$ cat config.mk
export PLATFORM = sky130hd
export DESIGN_NAME = addr_unlock_detector
export DESIGN_NICKNAME = d
export VERILOG_FILES = /design/src/rtl/unlock_pkg.sv /design/src/rtl/seq_addr_decode.sv /design/src/rtl/lock_fsm.sv /design/src/rtl/bank_hold.sv /design/src/rtl/addr_unlock_detector.sv
export SDC_FILE = /design/constraint.sdc
export NUM_CORES = 1
export LEC_CHECK = 0
export BUFFER_PORTS_ARGS = -buffer_cell sky130_fd_sc_hd__buf_2
export CAP_MARGIN = 30
export CORE_MARGIN = 2
export CORE_UTILIZATION = 31
export DETAILED_ROUTE_END_ITERATION = 8
export PLACE_DENSITY = 0.61
export REMOVE_ABC_BUFFERS = 1
export SLEW_MARGIN = 20
export SYNTH_ARGS = -nofsm -noshare
export SYNTH_HDL_FRONTEND = slang
export SYNTH_HIERARCHICAL = 1
export SYNTH_SLANG_ARGS = --single-unit
$ cat constraint.sdc
create_clock -name clk -period 1.5 [get_ports clk]
set_input_delay 0.3 -clock clk [delete_from_list [all_inputs] [get_ports clk]]
set_output_delay 0.3 -clock clk [all_outputs]
set_load 0.1 [all_outputs]
$ cat src/rtl/unlock_pkg.sv
package unlock_pkg;

   typedef enum logic [1:0] {
      ST_IDLE = 2'd0,
      ST_ONE  = 2'd1,
      ST_TWO  = 2'd2,
      ST_OPEN = 2'd3
   } lock_st_t;

   typedef struct packed {
      logic key_hit;    // address is inside the selected key page
      logic key_step;   // key page, step low byte
      logic key_final;  // key page, final low byte
      logic grab;       // capture window match
      logic commit;     // commit address match
   } addr_class_t;

endpackage

$ cat src/rtl/seq_addr_decode.sv
module seq_addr_decode
   import unlock_pkg::*;
#(
   parameter int ADDR_W = 16,
   parameter int PAGE_W = 8,
   parameter int BANK_W = 4,
   localparam int LO_W  = ADDR_W - PAGE_W,
   localparam int PFX_W = ADDR_W - BANK_W,
   parameter logic [PAGE_W-1:0] P0_KEY_PAGE   = 'hCA,
   parameter logic [PAGE_W-1:0] P1_KEY_PAGE   = 'hFA,
   parameter logic [LO_W-1:0]   STEP_LO       = 'hCA,
   parameter logic [LO_W-1:0]   FINAL_LO      = 'hFE,
   parameter logic [PFX_W-1:0]  P0_GRAB_PFX   = 'hCFD,
   parameter logic [PFX_W-1:0]  P1_GRAB_PFX   = 'hF81,
   parameter logic [ADDR_W-1:0] P0_COMMIT     = 'hCFE0,
   parameter logic [ADDR_W-1:0] P0_COMMIT_MSK = 'hFFF0,
   parameter logic [ADDR_W-1:0] P1_COMMIT     = 'hF851,
   parameter logic [ADDR_W-1:0] P1_COMMIT_MSK = 'hFFFF
) (
   input  logic [ADDR_W-1:0] addr,
   input  logic              profile,
   output addr_class_t       cls,
   output logic [BANK_W-1:0] bank_field
);

   logic [1:0] page_m;
   logic [1:0] grab_m;
   logic [1:0] commit_m;

   for (genvar g = 0; g < 2; g++) begin : g_prof
      localparam logic [PAGE_W-1:0] KP  = (g == 0) ? P0_KEY_PAGE   : P1_KEY_PAGE;
      localparam logic [PFX_W-1:0]  GP  = (g == 0) ? P0_GRAB_PFX   : P1_GRAB_PFX;
      localparam logic [ADDR_W-1:0] CA  = (g == 0) ? P0_COMMIT     : P1_COMMIT;
      localparam logic [ADDR_W-1:0] CM  = (g == 0) ? P0_COMMIT_MSK : P1_COMMIT_MSK;
      assign page_m[g]   = (addr[ADDR_W-1 -: PAGE_W] == KP);
      assign grab_m[g]   = (addr[ADDR_W-1 -: PFX_W] == GP);
      assign commit_m[g] = ((addr & CM) == (CA & CM));
   end

   always_comb begin
      cls.key_hit   = page_m[profile];
      cls.key_step  = page_m[profile] && (addr[LO_W-1:0] == STEP_LO);
      cls.key_final = page_m[profile] && (addr[LO_W-1:0] == FINAL_LO);
      cls.grab      = !page_m[profile] && grab_m[profile];
      cls.commit    = !page_m[profile] && commit_m[profile];
   end

   assign bank_field = addr[BANK_W-1:0];

endmodule

$ cat src/rtl/lock_fsm.sv
module lock_fsm
   import unlock_pkg::*;
(
   input  logic        clk,
   input  logic        rst_n,
   input  logic        rd_stb,
   input  addr_class_t cls,
   output lock_st_t    state,
   output logic        change_pulse
);

   lock_st_t nxt;
   logic     fire;

   always_comb begin
      nxt  = state;
      fire = 1'b0;
      if (rd_stb) begin
         if (cls.key_step) begin
            nxt = (state == ST_ONE) ? ST_TWO : ST_ONE;
         end else if (cls.key_final) begin
            nxt = (state == ST_TWO) ? ST_OPEN : ST_IDLE;
         end else if (cls.key_hit) begin
            if (state != ST_OPEN) nxt = ST_IDLE;
         end else if (state == ST_OPEN && cls.commit) begin
            nxt  = ST_IDLE;
            fire = 1'b1;
         end
      end
   end

   always_ff @(posedge clk or negedge rst_n) begin
      if (!rst_n) begin
         state        <= ST_IDLE;
         change_pulse <= 1'b0;
      end else begin
         state        <= nxt;
         change_pulse <= fire;
      end
   end

   AST_OPEN_FROM_TWO: assert property (@(posedge clk) disable iff (!rst_n)
      (state == ST_OPEN && $past(state) != ST_OPEN) |-> $past(state) == ST_TWO);
   AST_STEP_LANDS: assert property (@(posedge clk) disable iff (!rst_n)
      (rd_stb && cls.key_step) |=> (state == ST_ONE || state == ST_TWO));
   AST_OUTSIDE_HOLD: assert property (@(posedge clk) disable iff (!rst_n)
      (rd_stb && !cls.key_hit && state != ST_OPEN) |=> $stable(state));
   AST_PULSE_SINGLE: assert property (@(posedge clk) disable iff (!rst_n)
      change_pulse |=> !change_pulse);
   AST_PULSE_RELOCKS: assert property (@(posedge clk) disable iff (!rst_n)
      change_pulse |-> state == ST_IDLE);
   AST_OPEN_STICKY: assert property (@(posedge clk) disable iff (!rst_n)
      (rd_stb && cls.key_hit && !cls.key_step && !cls.key_final && state == ST_OPEN)
      |=> state == ST_OPEN);

endmodule

$ cat src/rtl/bank_hold.sv
module bank_hold #(
   parameter int BANK_W = 4
) (
   input  logic              clk,
   input  logic              rst_n,
   input  logic              load,
   input  logic [BANK_W-1:0] din,
   output logic [BANK_W-1:0] bank_q
);

   always_ff @(posedge clk or negedge rst_n) begin
      if (!rst_n)    bank_q <= '0;
      else if (load) bank_q <= din;
   end

endmodule

$ cat src/rtl/addr_unlock_detector.sv
module addr_unlock_detector
   import unlock_pkg::*;
#(
   parameter int ADDR_W = 16,
   parameter int PAGE_W = 8,
   parameter int BANK_W = 4
) (
   input  logic              clk,
   input  logic              rst_n,
   input  logic              bus_valid,
   input  logic              bus_read,
   input  logic [ADDR_W-1:0] bus_addr,
   input  logic              profile_sel,
   output logic [BANK_W-1:0] bank_q,
   output logic              change_pulse,
   output logic [1:0]        lock_state
);

   localparam int LO_W = ADDR_W - PAGE_W;

   if (PAGE_W < 1 || LO_W < 8) begin : g_bad_split
      $error("addr_unlock_detector: low part of the address must hold at least 8 bits");
   end
   if (BANK_W < 1 || BANK_W >= LO_W) begin : g_bad_bank
      $error("addr_unlock_detector: BANK_W must be between 1 and the low-part width");
   end

   addr_class_t          cls;
   logic [BANK_W-1:0]    bank_field;
   logic                 rd_stb;
   lock_st_t             state;

   assign rd_stb = bus_valid && bus_read;

   seq_addr_decode #(
      .ADDR_W (ADDR_W),
      .PAGE_W (PAGE_W),
      .BANK_W (BANK_W)
   ) u_decode (
      .addr       (bus_addr),
      .profile    (profile_sel),
      .cls        (cls),
      .bank_field (bank_field)
   );

   lock_fsm u_fsm (
      .clk          (clk),
      .rst_n        (rst_n),
      .rd_stb       (rd_stb),
      .cls          (cls),
      .state        (state),
      .change_pulse (change_pulse)
   );

   bank_hold #(.BANK_W(BANK_W)) u_bank (
      .clk    (clk),
      .rst_n  (rst_n),
      .load   (rd_stb && state == ST_OPEN && cls.grab),
      .din    (bank_field),
      .bank_q (bank_q)
   );

   assign lock_state = state;

   AST_WRITE_INERT: assert property (@(posedge clk) disable iff (!rst_n)
      (!(bus_valid && bus_read)) |=> ($stable(lock_state) && $stable(bank_q) && !change_pulse));
   AST_BANK_NEEDS_OPEN: assert property (@(posedge clk) disable iff (!rst_n)
      !$stable(bank_q) |-> $past(lock_state) == 2'd3);
   AST_RESET_VALUES: assert property (@(posedge clk)
      !rst_n |-> (lock_state == 2'd0 && bank_q == '0 && !change_pulse));

endmodule

* After elaboration in Yosys (flattened, before gate mapping) *
Index checks and enable logic that the tools add are counted.

storage, ports and cells
  bits in registers = 7
  input bits = 21
  output and inout bits = 7
  word-level logic and storage cells = 46

cells by class
  $lt $le $gt $ge = 1
  eq/ne operators = 13
  multiplexer cells = 18
  reduce and logical (&&, ||, !) cells = 11

operator list
  kind                    number
  $eq A12 B12 Y1 const B  3
  $eq A8 B8 Y1 const B    4
  $eq A16 B16 Y1 const B  1
  $mux W2                 7
  $mux W1                 11
  $logic_and A1 B1 Y1     8
  $eq A2 B2 Y1 const B    2
  $ne A4 B3 Y1 const B    1
  $reduce_bool A4 Y1      1
  $reduce_and A3 Y1       1
  $eq A2 B1 Y1 const B    1
  $lt A1 B2 Y1 const B    1
  $ne A2 B2 Y1 const B    1
  $logic_not A1 Y1        1

* Depth between registers and ports, before layout *
Gate-level depths: netlist of run 1.

  depth in word-level cells = 11
  gate-level depth with buffers = 7

* Hierarchy *
Netlist of run 1, hierarchy kept.

by module, submodules not included
  module                times used  cells each  area an instance (sq um)  sequential area each (sq um)
  seq_addr_decode       1           31          227.7                     0.0
  lock_fsm              1           25          211.5                     75.1
  bank_hold             1           8           145.1                     100.1
  addr_unlock_detector  1           2           17.5                      0.0

* Least setup slack after synthesis of run 1 *
OpenSTA, ideal clock, no wires.

  kind = input port to flip-flop
  start point = input bus_addr[12]
  end point = register u_fsm.state[1]
  setup time = 72 ps
  arrival = 1,835 ps
  slack = -407 ps
  cell stages on the path = 7
  buffers on the path = 0
  cell sequence = or3_4 -> a211oi_4 -> nand2_2 -> nor4_2 -> and4b_2 -> a31oi_1 -> nand3_1

RTL lines
  item                    line                        text
  start: declaration      addr_unlock_detector.sv:12  input logic [ADDR_W-1:0] bus_addr,
  end signal: assignment  lock_fsm.sv:37              state <= nxt;
  end: declaration        lock_fsm.sv:8               output lock_st_t state,

==> impl_metrics.csv, run 1 <==
group,metric,value,unit
worst_setup_path,cp.required,1.61,ns
clock_tree,cts_inserted_buffers,3,
worst_setup_path,r2r_start,"u_fsm/state[0]$_DFFE_PN0P_",
place,port_buffers,27,
clock_tree,clkLatencyLatePin,0.25,ns
synthesis,syn-cell-area,601.8,um2
floorplanning,num_io_pins,28,
route,drc_errors,0,
place,hpwl,1.377,mm
grt,gr-total-overflow,0,
sta,timing.fmax,571.6,MHz
worst_setup_path,cp.arrival,1.86,ns
route,via_per_inst,5.343,
route,drt_wl_total,1.859,mm
place,place_congestion,0.7987,
synthesis,yosys_warnings,6,
floorplanning,die_w,48.06,um
synthesis,synth.avg_cell_area,9.119,um2
route,drt_first_pass_iters,4,
synthesis,seq_area_frac_synth,29.11,%
layout,synthToLayoutAreaGrowth,66.94,%
grt,antenna_found_initial,0,
sta,slew_headroom,67.93,%
hold_path,holdPathEnd,"u_bank/bank_q[0]$_DFFE_PN0P_",
pwr,ir_drop,0.5081,mV
layout,stdcell_count,137,
worst_setup_path,max_stage_delay,0.39,ns
place,pre_cts_ws,-0.5961,ns
place,dp_cells,132,
clock_tree,clk_pin_slew_worst_paths,0.05,ns
grt,grt_pass1_vias,639,
run_status,status,"finished, violations left",
sta,rsz0062_at_grt,"true",
hold_path,min_from,"bus_addr[0]",
layout,final_cell_mix,"buf_2 (23), buf_4 (16), dfrtp_1 (7)",
layout,num_antenna_cells,0,
layout,n_fill_cell,168,
route,first_iter_violations,17,
layout,final_nets,134,
route,vias,732,
floorplanning,core,1783,um2
hold_path,holdPathStages,2,
synthesis,ys_ff_latch,7,
sta,period_share,116.6,%
run_status,violations,"negative setup slack",
sta,setup_violations,7,
worst_setup_path,crit_top_cell,"buf_6",
synthesis,synth.distinct_cells,30,
synthesis,yosysTopAreaCell,"dfrtp_1",
worst_setup_path,reg2regPathDepth,4,
pwr,powerDensity,455.8,nW/um2
clock_tree,htree_levels,1,
hold_path,hold_class,"primary input to flip-flop",
worst_setup_path,worst-path-max-fanout,5,
grt,grt_max_degree,10,
clock_tree,cts_sinks,7,
worst_setup_path,crit_path_top_delay_cell,"or3_4",
grt,grt_usage,18.51,%
worst_setup_path,ff2ff_setup_slack,0.33,ns
sta,tightest_slew,0.4843,ns
run,cap_violations,0,
worst_setup_path,crit_type,"primary input to flip-flop",
sta,setup_slack,-0.2496,ns
worst_setup_path,path_cells,"buf_6 > or3_4 > buf_6 > a211oi_4 > nand2_2 > nor4_2 > buf_4 > nor2_1 > a31oi_1 > nand3_1",
pwr,leakagePower,0.4502,nW
layout,drive_above_1_share,58.04,%
clock_tree,cts_tree,"built",
grt,grt_pass1_wl,2.939,mm
layout,final_common_cell,"buf_2",
sta,clock_skew,0.001309,ns
floorplanning,dieArea,2310,um2
clock_tree,cts.path.max_buffers,2,
synthesis,yosysTopAreaCellShare,29.11,%
sta,post-route-min-period,1.750,ns
clock_tree,cts-root-buf,"clkbuf_4",
sta,hold_viol,0,
floorplanning,start_util,33.75,%
worst_setup_path,endpoint_kind,"flip-flop",
floorplanning,die_y,48.06,um
worst_setup_path,reg2reg_to,"u_fsm/state[1]$_DFFE_PN0P_",
synthesis,synth.area.top_cells,"dfrtp_1 (29%), mux2_2 (7.5%), buf_4 (5.0%), nand3b_1 (5.0%), nand2_1 (3.7%)",
worst_setup_path,cp-start-kind,"primary input",
synthesis,postSynthCellCount,66,
route,ant_nets,0,
sta,slew_viol_final,0,
floorplanning,rows,15,
route,wire_per_inst,13.57,um
cell type report:
class                           count  area [um2]  area share (%)
Tap cell                           25       31.28           3.113
Timing Repair Buffer               46       330.3           32.88
Inverter                            1       3.754          0.3736
Clock buffer                        4       26.28           2.615
Multi-Input combinational cell     54       437.9           43.59
Sequential cell                     7       175.2           17.43
state kept, by name, summed over array words and instances, names as in the netlist:
register            count
u_fsm/state             2
u_fsm/change_pulse      1
u_bank/bank_q           4
repair_timing:
item                                    CTS  global route
resized for setup                        13             3
pin swaps                                 7             3
endpoints found under the setup margin    7             7
endpoints found under the hold margin     7             0
hold buffers                              1             0
setup buffers                             0             0
per-stage QoR:
step | setup TNS [ns] | power (mW) | utilization [%] | cell area, um2 | hold WS (ns)
after floorplan | -2.516 | 0.2134 | - | 571.8 | 0.004409
after global placement | -3.497 | 0.2780 | 50.67 | 903.4 | 0.1343
after detailed placement | -3.887 | 0.2805 | 50.67 | 903.4 | 0.1363
after CTS | -1.251 | 0.4598 | 55.58 | 991.0 | 0.3108
after global routing | -1.887 | 0.4856 | 56.35 | 1005 | 0.3137
final | -1.370 | 0.4580 | 56.35 | 1005 | 0.3138
how the worst max path moves through the flow:
stage                       from                           end  slack, ns
floorplan           bus_addr[12]    u_fsm/state[1]$_DFFE_PN0P_      -0.41
global placement    bus_addr[12]  u_bank/bank_q[0]$_DFFE_PN0P_      -0.52
detailed placement  bus_addr[12]  u_bank/bank_q[3]$_DFFE_PN0P_      -0.60
CTS                 bus_addr[12]    u_fsm/state[0]$_DFFE_PN0P_      -0.23
global route        bus_addr[12]    u_fsm/state[1]$_DFFE_PN0P_      -0.32
finish              bus_addr[12]    u_fsm/state[1]$_DFFE_PN0P_      -0.25
power by group:
| part | leakage [nW] | internal [mW] | switching [mW] |
|---|---|---|---|
| clock | 0.0150 | 0.101 | 0.0684 |
| sequential | 0.0979 | 0.189 | 0.00000690 |
| combinational | 0.337 | 0.0534 | 0.0457 |
| total | 0.450 | 0.344 | 0.114 |
cell usage after synthesis, drive strengths merged:
| cell | count |
|---|---|
| nor4b | 1 |
| nand2 | 7 |
| nand3b | 4 |
| nand4 | 3 |
| dfrtp | 7 |
| a311oi | 1 |
| and4 | 2 |
| nor4 | 3 |
| a21oi | 1 |
| and2 | 1 |
| nand2b | 3 |
| a31oi | 3 |
| inv | 1 |
| buf | 4 |
| mux2 | 4 |
| nand4bb | 1 |
| nand4b | 2 |
| or3 | 2 |
| a21bo | 1 |
| nor3 | 1 |
| a21o | 1 |
| nor2 | 5 |
| a211oi | 3 |
| nand3 | 3 |
| and4b | 2 |
worst max-delay path, delay by kind of cell:
family / cells / cell delay [ns]
AND/OR/NAND/NOR: 5 / 0.79
buffers and inverters: 3 / 0.39
AO/OA/AOI/OAI: 2 / 0.40
layer usage:
metal  part of all wire [%]  GRT usage (%)
met1                     44          24.49
met2                     50          30.67
met3                    5.1          2.642
met4                   0.75          6.486
met5                      0              0
kinds of logic (layout without fill, tap and decap cells):
logic type / Yosys count / count (layout) / share of synthesized area (%)
simple gates: 40 / 40 / 43.66
compound gates: 10 / 10 / 14.14
flops: 7 / 7 / 29.11
buf+inv: 5 / 51 / 5.613
mux: 4 / 4 / 7.484
No activity file was read; power rests on OpenSTA's default activity.
==> inputs of run 2 (changes only) <==
Settings changed: PLACE_DENSITY 0.61 to not set.
Clock period 1.5 ns to 1.9 ns, I/O delays scaled along.
==> run 2 against run 1 <==
The flow now finishes without violations. Clock power down 19%. Die area is the same. Cell count fell by 4.4%. Sequential power shrank 21%. Via count down 8.1%. Clock skew up 0.0022 ns. Clock-buffer cell count stayed put. Non-clock buffer count shrank 6. Critical endpoint is now u_bank/bank_q[3]$_DFFE_PN0P_.
==> impl_metrics.csv, run 2 (same netlist as run 1, synthesis figures left out) <==
group,metric,value,unit
clock_tree,cts.path.max_buffers,2,
layout,multi_input_area,410.4,um2
place,port_buffers,27,
grt,grt_pass1_wl,2.325,mm
clock_tree,clk_pin_slew_worst_paths,0.05,ns
worst_setup_path,path_buf_inv,1,
run,cap_violations,0,
place,place_congestion,0.7951,
layout,num_antenna_cells,0,
grt,grt_usage,15.31,%
layout,final_nets,128,
layout,top_register,"u_bank/bank_q",
clock_tree,cts_tree,"built",
route,vias,673,
worst_setup_path,cp.arrival,1.95,ns
run_status,status,"finished, final reports clean",
sta,tightest_slew,0.4843,ns
worst_setup_path,crit_type,"primary input to flip-flop",
worst_setup_path,max_stage_delay,0.40,ns
worst_setup_path,cp_top_family,"simple AND/OR/NAND/NOR gates",
layout,final_common_cell,"buf_2",
floorplanning,num_io_pins,28,
grt,grt_max_degree,11,
pwr,p_total,356.3,uW
layout,finish.utilization,49.47,%
floorplanning,start_util,33.75,%
grt,grt_pass1_vias,590,
sta,fin_hold_ws,0.3852,ns
sta,setup_slack,0.09497,ns
clock_tree,cts_sinks,7,
floorplanning,die_y,48.06,um
layout,final_cell_mix,"buf_2 (27), buf_4 (12), dfrtp_1 (7)",
floorplanning,die_w,48.06,um
route,wire_per_inst,11.88,um
layout,n_fill_cell,196,
sta,hold_viol,0,
sta,setup_violations,0,
worst_setup_path,cp.required,2.04,ns
grt,gr-total-overflow,0,
grt,antenna_found_initial,0,
sta,slew_headroom,67.93,%
layout,ff_latch_area,175.2,um2
sta,timing.fmax,554.0,MHz
place,hpwl,1.247,mm
floorplanning,dieArea,2310,um2
worst_setup_path,crit_path_top_delay_cell,"or3_4",
route,via_per_inst,5.137,
sta,clock_skew,0.003532,ns
worst_setup_path,startpoint,"bus_addr[12]",
sta,post-route-min-period,1.805,ns
place,pre_cts_ws,-0.2817,ns
layout,synthToLayoutAreaGrowth,46.57,%
clock_tree,cts_inserted_buffers,3,
clock_tree,htree_levels,1,
layout,drive_above_1_share,52.83,%
sta,slew_viol_final,0,
floorplanning,core,1783,um2
floorplanning,rows,15,
clock_tree,post_cts.repair.setup_buffers,0,
pwr,powerDensity,403.9,nW/um2
route,drc_errors,0,
route,ant_nets,0,
worst_setup_path,r2r_start,"u_fsm/state[1]$_DFFE_PN0P_",
worst_setup_path,path_cells,"buf_2 > or3_4 > a21oi_2 > nand4b_1 > a211oi_2 > and4_4 > mux2_2",
worst_setup_path,endpoint_kind,"flip-flop",
route,first_iter_violations,10,
hold_path,hold_class,"primary input to flip-flop",
layout,largest_reg_flops,4,
route,drt_wl_total,1.556,mm
pwr,ir_drop,0.3593,mV
sta,rsz0062_at_grt,"false",
layout,top_regs,"u_bank/bank_q: 4 flops, u_fsm/state: 2 flops, u_fsm/change_pulse: 1 flops",
worst_setup_path,cp-start-kind,"primary input",
route,drt_first_pass_iters,4,
sta,period_share,95.00,%
worst_setup_path,worst-path-max-fanout,4,
clock_tree,clkLatencyLatePin,0.26,ns
pwr,leakagePower,0.4059,nW
clock_tree,cts-root-buf,"clkbuf_4",
hold_path,min_from,"bus_addr[3]",
[run 2: path summary, 6_finish.rpt]
kind	cells past startpoint	slack (ns)	endpoint
setup / recovery	7	0.09	u_bank/bank_q[3]$_DFFE_PN0P_
hold / removal	2	0.39	u_bank/bank_q[3]$_DFFE_PN0P_
setup reg to reg	2	0.65	u_bank/bank_q[3]$_DFFE_PN0P_
hold reg to reg	1	0.50	u_bank/bank_q[1]$_DFFE_PN0P_
max in group asynchronous	2	1.26	u_bank/bank_q[1]$_DFFE_PN0P_
min in group asynchronous	2	0.48	u_bank/bank_q[2]$_DFFE_PN0P_
[run 2: what timing repair did]
item,CTS,global route
hold buffers,1,0
hold endpoints to repair,7,0
setup endpoints to repair,3,4
resized for setup,1,4
pin swaps,0,2
[run 2: final cells by class]
cell class	count	area share, %
clock buffer	4	2.979
tap	25	3.546
inverter	1	0.4255
sequential	7	19.86
multi-input combinational	54	46.52
timing repair buffer	40	26.67
[run 2: power by group]
part	total [mW]	switching, mW	internal, mW
registers	0.149	0.0000242	0.149
logic	0.0703	0.0337	0.0366
clock network	0.137	0.0563	0.0802
[run 2: metal layers]
metal	global-route usage [%]	up-vias	part of all wire, %
li1	-	332	-
met1	16.74	313	40
met2	23.73	22	50
met3	5.660	6	5.5
met4	11.89	0	3.7
met5	0	-	0
[run 2: stage by stage]
step / instances / area [um2] / setup TNS (ns)
after global placement: 126 / 828.3 / -1.092
after detailed placement: 126 / 828.3 / -1.409
after global routing: 131 / 882.1 / 0
final: 131 / 882.1 / 0
after floorplan: 62 / 571.8 / -0.2378
after CTS: 131 / 865.8 / 0
